[config.mk]
export PLATFORM = sky130hd
export DESIGN_NAME = pbb_halfcycle_pwm
export DESIGN_NICKNAME = d
export VERILOG_FILES = /design/src/rtl/pbb_mod_pkg.sv /design/src/rtl/pbb_carrier.sv /design/src/rtl/pbb_ratio_div.sv /design/src/rtl/pbb_gate_map.sv /design/src/rtl/pbb_halfcycle_pwm.sv
export SDC_FILE = /design/constraint.sdc
export NUM_CORES = 1
export LEC_CHECK = 0
export BUFFER_PORTS_ARGS = -buffer_cell sky130_fd_sc_hd__buf_2
export CAP_MARGIN = 20
export CORE_AREA = 8 8 191 193
export DETAILED_ROUTE_END_ITERATION = 6
export DIE_AREA = 0 0 199 201
export GPL_ROUTABILITY_DRIVEN = 0
export PLACE_DENSITY = 0.4
export SYNTH_ARGS = -nofsm -noshare
export SYNTH_HDL_FRONTEND = slang
export SYNTH_SLANG_ARGS = --single-unit
[constraint.sdc]
create_clock -name clk_i -period 7.5 [get_ports clk_i]
set_input_delay 0 -clock clk_i [delete_from_list [all_inputs] [get_ports clk_i]]
set_output_delay 0 -clock clk_i [all_outputs]
set_load 0.01 [all_outputs]
[src/rtl/pbb_mod_pkg.sv]
package pbb_mod_pkg;

    typedef enum logic [1:0] {
        IVL_IDLE  = 2'b00,
        IVL_BUCK  = 2'b01,
        IVL_BOOST = 2'b10,
        IVL_NEG   = 2'b11
    } ivl_e;

endpackage

[src/rtl/pbb_carrier.sv]
module pbb_carrier #(
    parameter int PERIOD = 1000,
    localparam int CW = $clog2(PERIOD)
) (
    input  logic          clk_i,
    input  logic          rst_i,
    output logic [CW-1:0] cnt_o,
    output logic          wrap_o
);

    logic [CW-1:0] cnt_d, cnt_q;

    always_comb begin
        wrap_o = (cnt_q == CW'(PERIOD - 1));
        cnt_d  = wrap_o ? '0 : cnt_q + 1'b1;
    end

    always_ff @(posedge clk_i) begin
        if (rst_i) cnt_q <= '0;
        else       cnt_q <= cnt_d;
    end

    assign cnt_o = cnt_q;

endmodule

[src/rtl/pbb_ratio_div.sv]
// Restoring divider for num <= den: quotient = floor(num * 2^FW / den),
// FW+1 bits wide, one bit per clock, FW+1 clocks after start.
module pbb_ratio_div #(
    parameter int NW = 17,
    parameter int FW = 16,
    localparam int IW = $clog2(FW + 2)
) (
    input  logic          clk_i,
    input  logic          rst_i,
    input  logic          start_i,
    input  logic [NW-1:0] num_i,
    input  logic [NW-1:0] den_i,
    output logic          done_o,
    output logic [FW:0]   quo_o
);

    typedef struct packed {
        logic          busy;
        logic          first;
        logic          done;
        logic [IW-1:0] it;
        logic [NW:0]   rem;
        logic [NW-1:0] den;
        logic [FW:0]   quo;
    } div_t;

    div_t st_d, st_q;
    logic [NW:0] trial;
    logic        qbit;

    always_comb begin
        st_d  = st_q;
        st_d.done = 1'b0;
        trial = '0;
        qbit  = 1'b0;
        if (start_i) begin
            st_d.busy  = 1'b1;
            st_d.first = 1'b1;
            st_d.it    = IW'(FW + 1);
            st_d.rem   = {1'b0, num_i};
            st_d.den   = den_i;
            st_d.quo   = '0;
        end else if (st_q.busy) begin
            trial = st_q.first ? st_q.rem : {st_q.rem[NW-1:0], 1'b0};
            if (trial >= {1'b0, st_q.den}) begin
                qbit  = 1'b1;
                trial = trial - {1'b0, st_q.den};
            end
            st_d.rem   = trial;
            st_d.quo   = {st_q.quo[FW-1:0], qbit};
            st_d.first = 1'b0;
            st_d.it    = st_q.it - 1'b1;
            if (st_q.it == IW'(1)) begin
                st_d.busy = 1'b0;
                st_d.done = 1'b1;
            end
        end
    end

    always_ff @(posedge clk_i) begin
        if (rst_i) begin
            st_q.busy  <= 1'b0;
            st_q.first <= 1'b0;
            st_q.done  <= 1'b0;
            st_q.it    <= '0;
            st_q.rem   <= '0;
            st_q.den   <= '0;
            st_q.quo   <= '0;
        end else begin
            st_q <= st_d;
        end
    end

    assign done_o = st_q.done;
    assign quo_o  = st_q.quo;

endmodule

[src/rtl/pbb_gate_map.sv]
module pbb_gate_map
    import pbb_mod_pkg::*;
(
    input  ivl_e       ivl_i,
    input  logic       chop_i,
    output logic [4:0] gate_o
);

    always_comb begin
        case (ivl_i)
            IVL_BUCK:  gate_o = {3'b001, 1'b0, chop_i};
            IVL_BOOST: gate_o = {3'b001, chop_i, 1'b1};
            IVL_NEG:   gate_o = {1'b1, chop_i, 3'b000};
            default:   gate_o = 5'b00000;
        endcase
    end

endmodule

[src/rtl/pbb_halfcycle_pwm.sv]
module pbb_halfcycle_pwm
    import pbb_mod_pkg::*;
#(
    parameter int W        = 16,
    parameter int FW       = 16,
    parameter int PERIOD   = 1000,
    parameter int DUTY_MAX = 62259
) (
    input  logic         clk_i,
    input  logic         rst_i,
    input  logic         ref_neg_i,
    input  logic [W-1:0] ref_mag_i,
    input  logic [W-1:0] vin_i,
    output logic [4:0]   gate_o,
    output logic [1:0]   ivl_o
);

    localparam int NW = W + 1;
    localparam int CW = $clog2(PERIOD);
    localparam int PW = FW + CW;

    typedef struct packed {
        ivl_e          ivl_pend;
        logic          zero_pend;
        logic [FW-1:0] duty_pend;
        ivl_e          ivl;
        logic [CW-1:0] thr;
    } top_t;

    top_t          st_d, st_q;
    logic [CW-1:0] car_cnt;
    logic          car_wrap;
    logic          div_done;
    logic [FW:0]   div_quo;
    logic [NW-1:0] div_num, div_den;
    ivl_e          smp_ivl;
    logic          smp_zero;
    logic [PW-1:0] on_prod;
    logic          chop;

    pbb_carrier #(.PERIOD(PERIOD)) carrier_i (
        .clk_i (clk_i),
        .rst_i (rst_i),
        .cnt_o (car_cnt),
        .wrap_o(car_wrap)
    );

    // Interval selection and divider operands from the live inputs
    always_comb begin
        smp_zero = (ref_mag_i == '0);
        if (ref_neg_i && !smp_zero)  smp_ivl = IVL_NEG;
        else if (ref_mag_i <= vin_i) smp_ivl = IVL_BUCK;
        else                         smp_ivl = IVL_BOOST;
        case (smp_ivl)
            IVL_BOOST: begin
                div_num = {1'b0, ref_mag_i - vin_i};
                div_den = {1'b0, ref_mag_i};
            end
            IVL_NEG: begin
                div_num = {1'b0, ref_mag_i};
                div_den = {1'b0, ref_mag_i} + {1'b0, vin_i};
            end
            default: begin
                div_num = {1'b0, ref_mag_i};
                div_den = {1'b0, vin_i};
            end
        endcase
    end

    pbb_ratio_div #(.NW(NW), .FW(FW)) div_i (
        .clk_i  (clk_i),
        .rst_i  (rst_i),
        .start_i(car_wrap),
        .num_i  (div_num),
        .den_i  (div_den),
        .done_o (div_done),
        .quo_o  (div_quo)
    );

    always_comb begin
        st_d    = st_q;
        on_prod = PW'(st_q.duty_pend) * PW'(PERIOD);
        if (div_done) begin
            if (st_q.zero_pend)
                st_d.duty_pend = '0;
            else if (div_quo > (FW + 1)'(DUTY_MAX))
                st_d.duty_pend = FW'(DUTY_MAX);
            else
                st_d.duty_pend = div_quo[FW-1:0];
        end
        if (car_wrap) begin
            st_d.ivl       = st_q.ivl_pend;
            st_d.thr       = CW'(on_prod >> FW);
            st_d.ivl_pend  = smp_ivl;
            st_d.zero_pend = smp_zero;
        end
    end

    always_ff @(posedge clk_i) begin
        if (rst_i) begin
            st_q.ivl_pend  <= IVL_IDLE;
            st_q.zero_pend <= 1'b1;
            st_q.duty_pend <= '0;
            st_q.ivl       <= IVL_IDLE;
            st_q.thr       <= '0;
        end else begin
            st_q <= st_d;
        end
    end

    assign chop = (car_cnt < st_q.thr);

    pbb_gate_map map_i (
        .ivl_i (st_q.ivl),
        .chop_i(chop),
        .gate_o(gate_o)
    );

    assign ivl_o = st_q.ivl;

endmodule

Word-level counts from Yosys, hierarchy flattened. Cells that the tools add are included.

$add $sub $neg: 5. Multiply operators: 1. Divide/modulo/power cells: 0. Order comparisons: 4. Equal/unequal tests: 7. Shifts and indexed selects: 0. Muxes and demuxes: 15. Bitwise operators: 1. Reduce and logical (&&, ||, !) cells: 6.

Operators by type and width (number): $mux W16 (3); $mux W18 (2); $pmux W17 S2 (1); $mux W26 (1); $mul A16 B7 Y23 const B (1); $mux W23 (1); $ge A18 B17 Y1 (1); $sub A18 B17 Y18 (1); $add A16 B16 Y17 (1); $gt A17 B16 Y1 const B (1); $le A16 B16 Y1 (1); $logic_not A16 Y1 (1); $sub A16 B16 Y16 (1); $pmux W5 S3 (1); $add A10 B1 Y10 const B (1); $eq A10 B10 Y1 const B (1); $lt A10 B10 Y1 (1); $eq A2 B2 Y1 const B (4); $mux W2 (3); $eq A5 B1 Y1 const B (1); $sub A5 B1 Y5 const B (1); $mux W1 (3); $reduce_or A3 Y1 (1); $eq A2 B1 Y1 const B (1); 5 further kinds (5).

Register bits after elaboration: 101. Latch bits: 0. Bits in writable memories: 0. Bits in read-only memories: 0. Input port bits: 35. Output and inout port bits: 7. Word-level logic and storage cells: 54. Memories: 0.

Longest topological paths before layout.
Depth after elaboration: 7. Gate-level depth with buffers: 17. Depth with buffers taken out: 17.

Cells and area by module. From an unflattened synthesis, not the netlist that was laid out.

Cells, all modules: 1290. Area total of the unflattened synthesis: 10814.1 µm².

Modules (own cells, without submodules): pbb_halfcycle_pwm (instances 1, cells an instance 800, area an instance 6466.2 µm², seq. area each 620.6 µm²); pbb_ratio_div (instances 1, cells an instance 422, area an instance 3763.6 µm², seq. area each 1201.2 µm²); pbb_carrier (instances 1, cells an instance 56, area an instance 490.5 µm², seq. area each 200.2 µm²); pbb_gate_map (instances 1, cells an instance 12, area an instance 93.8 µm², seq. area each 0.0 µm²).

Worst setup path before layout. OpenSTA, ideal clock, no wires.

Path kind: reg-to-reg. Start point: register st_q[14] (netlist name). End point: register st_q[9] (netlist name). Setup time: 0.134 ns. Arrival time: 4.122 ns. Data required time: 7.366 ns. Slack: 3.244 ns. Cell stages (with the launch flop): 16. Path buffers: 0. Clock period less this slack: 4.256 ns. Cells stage by stage: dfxtp_1 inv_1 fa_1 fa_1 fa_1 fa_1 inv_1 ha_1 a21oi_1 o21ai_0 o211ai_1 a22oi_1 a211o_1 o31a_1 xnor2_1 o22ai_1.

Word-level cells in the longest chain between the ends: 1.

Ends and longest elaborated chain: from (decl) (RTL line pbb_halfcycle_pwm.sv:30) `top_t st_d, st_q;`; from (signal assigned) (RTL line pbb_halfcycle_pwm.sv:107) `st_q <= st_d;`; $mul A16 B7 Y23 (RTL line pbb_halfcycle_pwm.sv:82) `on_prod = PW'(st_q.duty_pend) * PW'(PERIOD);`.

No other way between the ends. A chain may end at the register's enable or synchronous reset.

Worst setup path in the final report. Ends and elaborated chain as after synthesis.

==> results.sh <==
export IMPL_synthFlopType="dfxtp_1"
export IMPL_wl_met1_um=13590
export IMPL_syn_area_um2=9872
export IMPL_vias=8098
export IMPL_ctsResizeCount=0
export IMPL_cts_made_buffers=9
export IMPL_cts_setup_buffers=0
export IMPL_worst_slew_pin_slew_ns=0.9817
export IMPL_drc_errors=0
export IMPL_peakVddDrop_mv=0.1102
export IMPL_post_route_min_period_ns=4.618
export IMPL_crit_path_max_fanout=6
export IMPL_root_buffer="clkbuf_16"
export IMPL_pin_count=42
export IMPL_first_global_vias=8007
export IMPL_drtAntennaViolNets=0
export IMPL_multi_input_area_um2=7019
export IMPL_grt_pass1_wl_um=43840
export IMPL_area_growth_pct=9.024
export IMPL_ff_latch_area_um2=2023
export IMPL_ys_seq_elements=101
export IMPL_antenna_found_initial=0
export IMPL_cts_hold_buf=1
export IMPL_yosys_warnings=0
export IMPL_slowest_delay_ns=0.58
export IMPL_final_core_util_pct=32.34
export IMPL_wl_per_cell_um=16.36
export IMPL_clock_latency_ns=0.35
export IMPL_syn_nets=1395
export IMPL_layout_drive_gt1_share_pct=8.612
export IMPL_drt_initial_drc_count=409
export IMPL_grt_max_degree=53
export IMPL_path_cells="inv_1, fa_1, fa_1, fa_1, fa_1, inv_1, ha_1, a21oi_1, o21ai_0, o211ai_1, a22oi_1, a211o_1, o31a_1, xnor2_1, o22ai_1"
export IMPL_whs_ns=0.04937
export IMPL_critPathCaptureType="flip-flop"
export IMPL_ys_types=73
export IMPL_syn_area_per_cell_um2=8.317
export IMPL_track_usage_pct=13.61
export IMPL_dp_hpwl_um=21400
export IMPL_synth_cells=1187
export IMPL_async_flop_share_pct=0
export IMPL_dieArea_um2=40000
export IMPL_drt_pass1_iter_count=4
export IMPL_cts_clk_slew_worst_paths_ns=0.08
export IMPL_fin_worst_skew_ns=0.01116
export IMPL_power_leakage_nw=4.471
export IMPL_cp_arrival_ns=4.81
export IMPL_outcome="finished, final reports clean"
export IMPL_wl_met2_um=12570
export IMPL_rows=67
export IMPL_dr_max_layer_used="met4"
export IMPL_setup_viol=0
export IMPL_die_h_um=201
export IMPL_ctsLongestPathBuffers=2
export IMPL_hold_path_class="input pin to flip-flop"
export IMPL_dp_cells=1626
export IMPL_synth_enable_flop_cells=0
export IMPL_drv_slew=0
export IMPL_required_ns=7.70
export IMPL_maxCapViolCount=0
export IMPL_fmax_mhz=216.5
export IMPL_gr_total_overflow=0
export IMPL_start_util_pct=29.66
export IMPL_cts_tree="yes"
export IMPL_drt_wl_total_um=26900
export IMPL_worst_setup_path_start_kind="flip-flop"
export IMPL_hold_viol_final=0
export IMPL_power_density_nw_per_um2=113.8
export IMPL_die_x_um=199
export IMPL_diodes=0
export IMPL_ys_seq_area_share_pct=20.48
export IMPL_nets=1399
export IMPL_grt_setup_unrepaired="no"
export IMPL_fill_cells=3599
export IMPL_cts_htree_levels=3
export IMPL_min_period_over_period_pct=61.58
export IMPL_clock_sinks=101
export IMPL_cp_slowest_cell="fa_1"
export IMPL_crit_top_cell="fa_1"
export IMPL_met3_length_um=532
export IMPL_numPortBuffers=41
export IMPL_relSlewSlack_pct=34.55
export IMPL_fin_cells=1644
export IMPL_finalSetupTns_ns=0
export IMPL_crit_type="flip-flop to flip-flop"
export IMPL_core_um2=33280
export IMPL_vias_per_cell=4.926
-- stage by stage --
step | cell area (µm²) | worst slack, ns | power (W)
after detailed placement | 10430 | 2.807 | 0.0007629
final | 10760 | 2.882 | 0.001225
after CTS | 10740 | 2.791 | 0.001251
after floorplan | 9872 | 3.244 | 0.0007007
after global placement | 10430 | 2.878 | 0.0007635
after global routing | 10760 | 2.564 | 0.001298
-- synth_stat cells (10+ instances only) --
cell / n / share of area [%]
fa_1: 56 / 11
a211oi_1: 17 / 1.3
nor4_1: 11 / 0.70
xnor2_1: 37 / 3.3
nand2_1: 82 / 3.1
or3_1: 11 / 0.70
and3_1: 10 / 0.63
clkbuf_1: 29 / 1.1
o211ai_1: 10 / 0.76
nand2b_1: 12 / 0.76
ha_1: 117 / 15
mux2_2: 19 / 2.2
nor2_1: 104 / 4.0
nand3_1: 23 / 1.2
o21ai_0: 46 / 2.3
buf_2: 13 / 0.66
nor3_1: 29 / 1.5
a311o_1: 11 / 1.1
inv_1: 151 / 5.7
mux2i_1: 34 / 3.4
dfxtp_1: 101 / 20
nand4_1: 10 / 0.63
a21o_1: 16 / 1.2
o31ai_1: 11 / 0.84
o22ai_1: 10 / 0.63
nor2b_1: 12 / 0.76
xor2_1: 17 / 1.5
a21oi_1: 73 / 3.7
-- report_power, final --
part	switching, W	internal, W	total, W
Sequential	0.00000228	0.000537	0.000539
Clock	0.000240	0.000235	0.000474
Combinational	0.000132	0.0000789	0.000211
Total	0.000375	0.000850	0.00123
-- worst max-delay path: cells and delay by family, from the launching register on --
| family | cells | cell delay (ns) |
|---|---|---|
| buffers and inverters | 2 | 0.20 |
| adders and majority gates | 5 | 2.33 |
| DFF | 1 | 0.46 |
| AOI/OAI and AO/OA | 7 | 1.33 |
| xor gates and xnor gates | 1 | 0.15 |
-- layout make-up --
cell class                 instances  area share (%)
timing repair buffer              50           2.744
tap                              448           5.208
clock inverter                     7          0.6743
clock buffer                       9           2.093
sequential                       101           18.80
inverter                         151           5.266
multi-input combinational        878           65.22
-- cell usage in the layout, fill, tap and decap left out, drive strengths merged, types with 19 or more instances in the layout --
cell type  instances
dfxtp            101
ha               117
inv              153
mux2              19
buf               49
nand2             82
nor3              31
xnor2             37
fa                56
mux2i             34
a21oi             74
nor2             104
o21ai             46
nand3             24
-- routing by layer --
| metal | up-vias | global-route usage (%) |
|---|---|---|
| li1 | 4136 | - |
| met1 | 3885 | 19.32 |
| met2 | 62 | 21.88 |
| met3 | 15 | 1.744 |
| met4 | 0 | 2.356 |
| met5 | - | 0 |
-- path summary, 6_finish.rpt --
check	startpoint	endpoint	slack, ns	cells past startpoint
worst max register to register	st_q[14]$_SDFFE_PP0P_	st_q[9]$_SDFFE_PP0P_	2.88	15
worst min register to register	st_q[1]$_SDFFE_PP0P_	st_q[1]$_SDFFE_PP0P_	0.46	2
worst min-delay path	ref_mag_i[4]	div_i.st_q[38]$_SDFFE_PP0P_	0.05	3
worst max-delay path	st_q[14]$_SDFFE_PP0P_	st_q[9]$_SDFFE_PP0P_	2.88	15
-- sequential cells by signal, summed over array words and instances, names as in the netlist --
name / flops
div_i.st_q: 42
st_q: 29
div_i.quo_o: 17
carrier_i.cnt_o: 10
ivl_o: 2
div_i.done_o: 1
-- kinds of logic after synthesis --
group | count (synthesis) | share of synthesized area, %
AO/OA/AOI/OAI | 268 | 18.49
XOR/XNOR | 54 | 4.791
adder cells (fa/ha/maj) | 173 | 26.19
buffers and inverters | 208 | 8.492
flip-flops | 101 | 20.48
multiplexers | 53 | 5.615
AND/OR/NAND/NOR | 330 | 15.94
(Power assumes the default switching activity.)
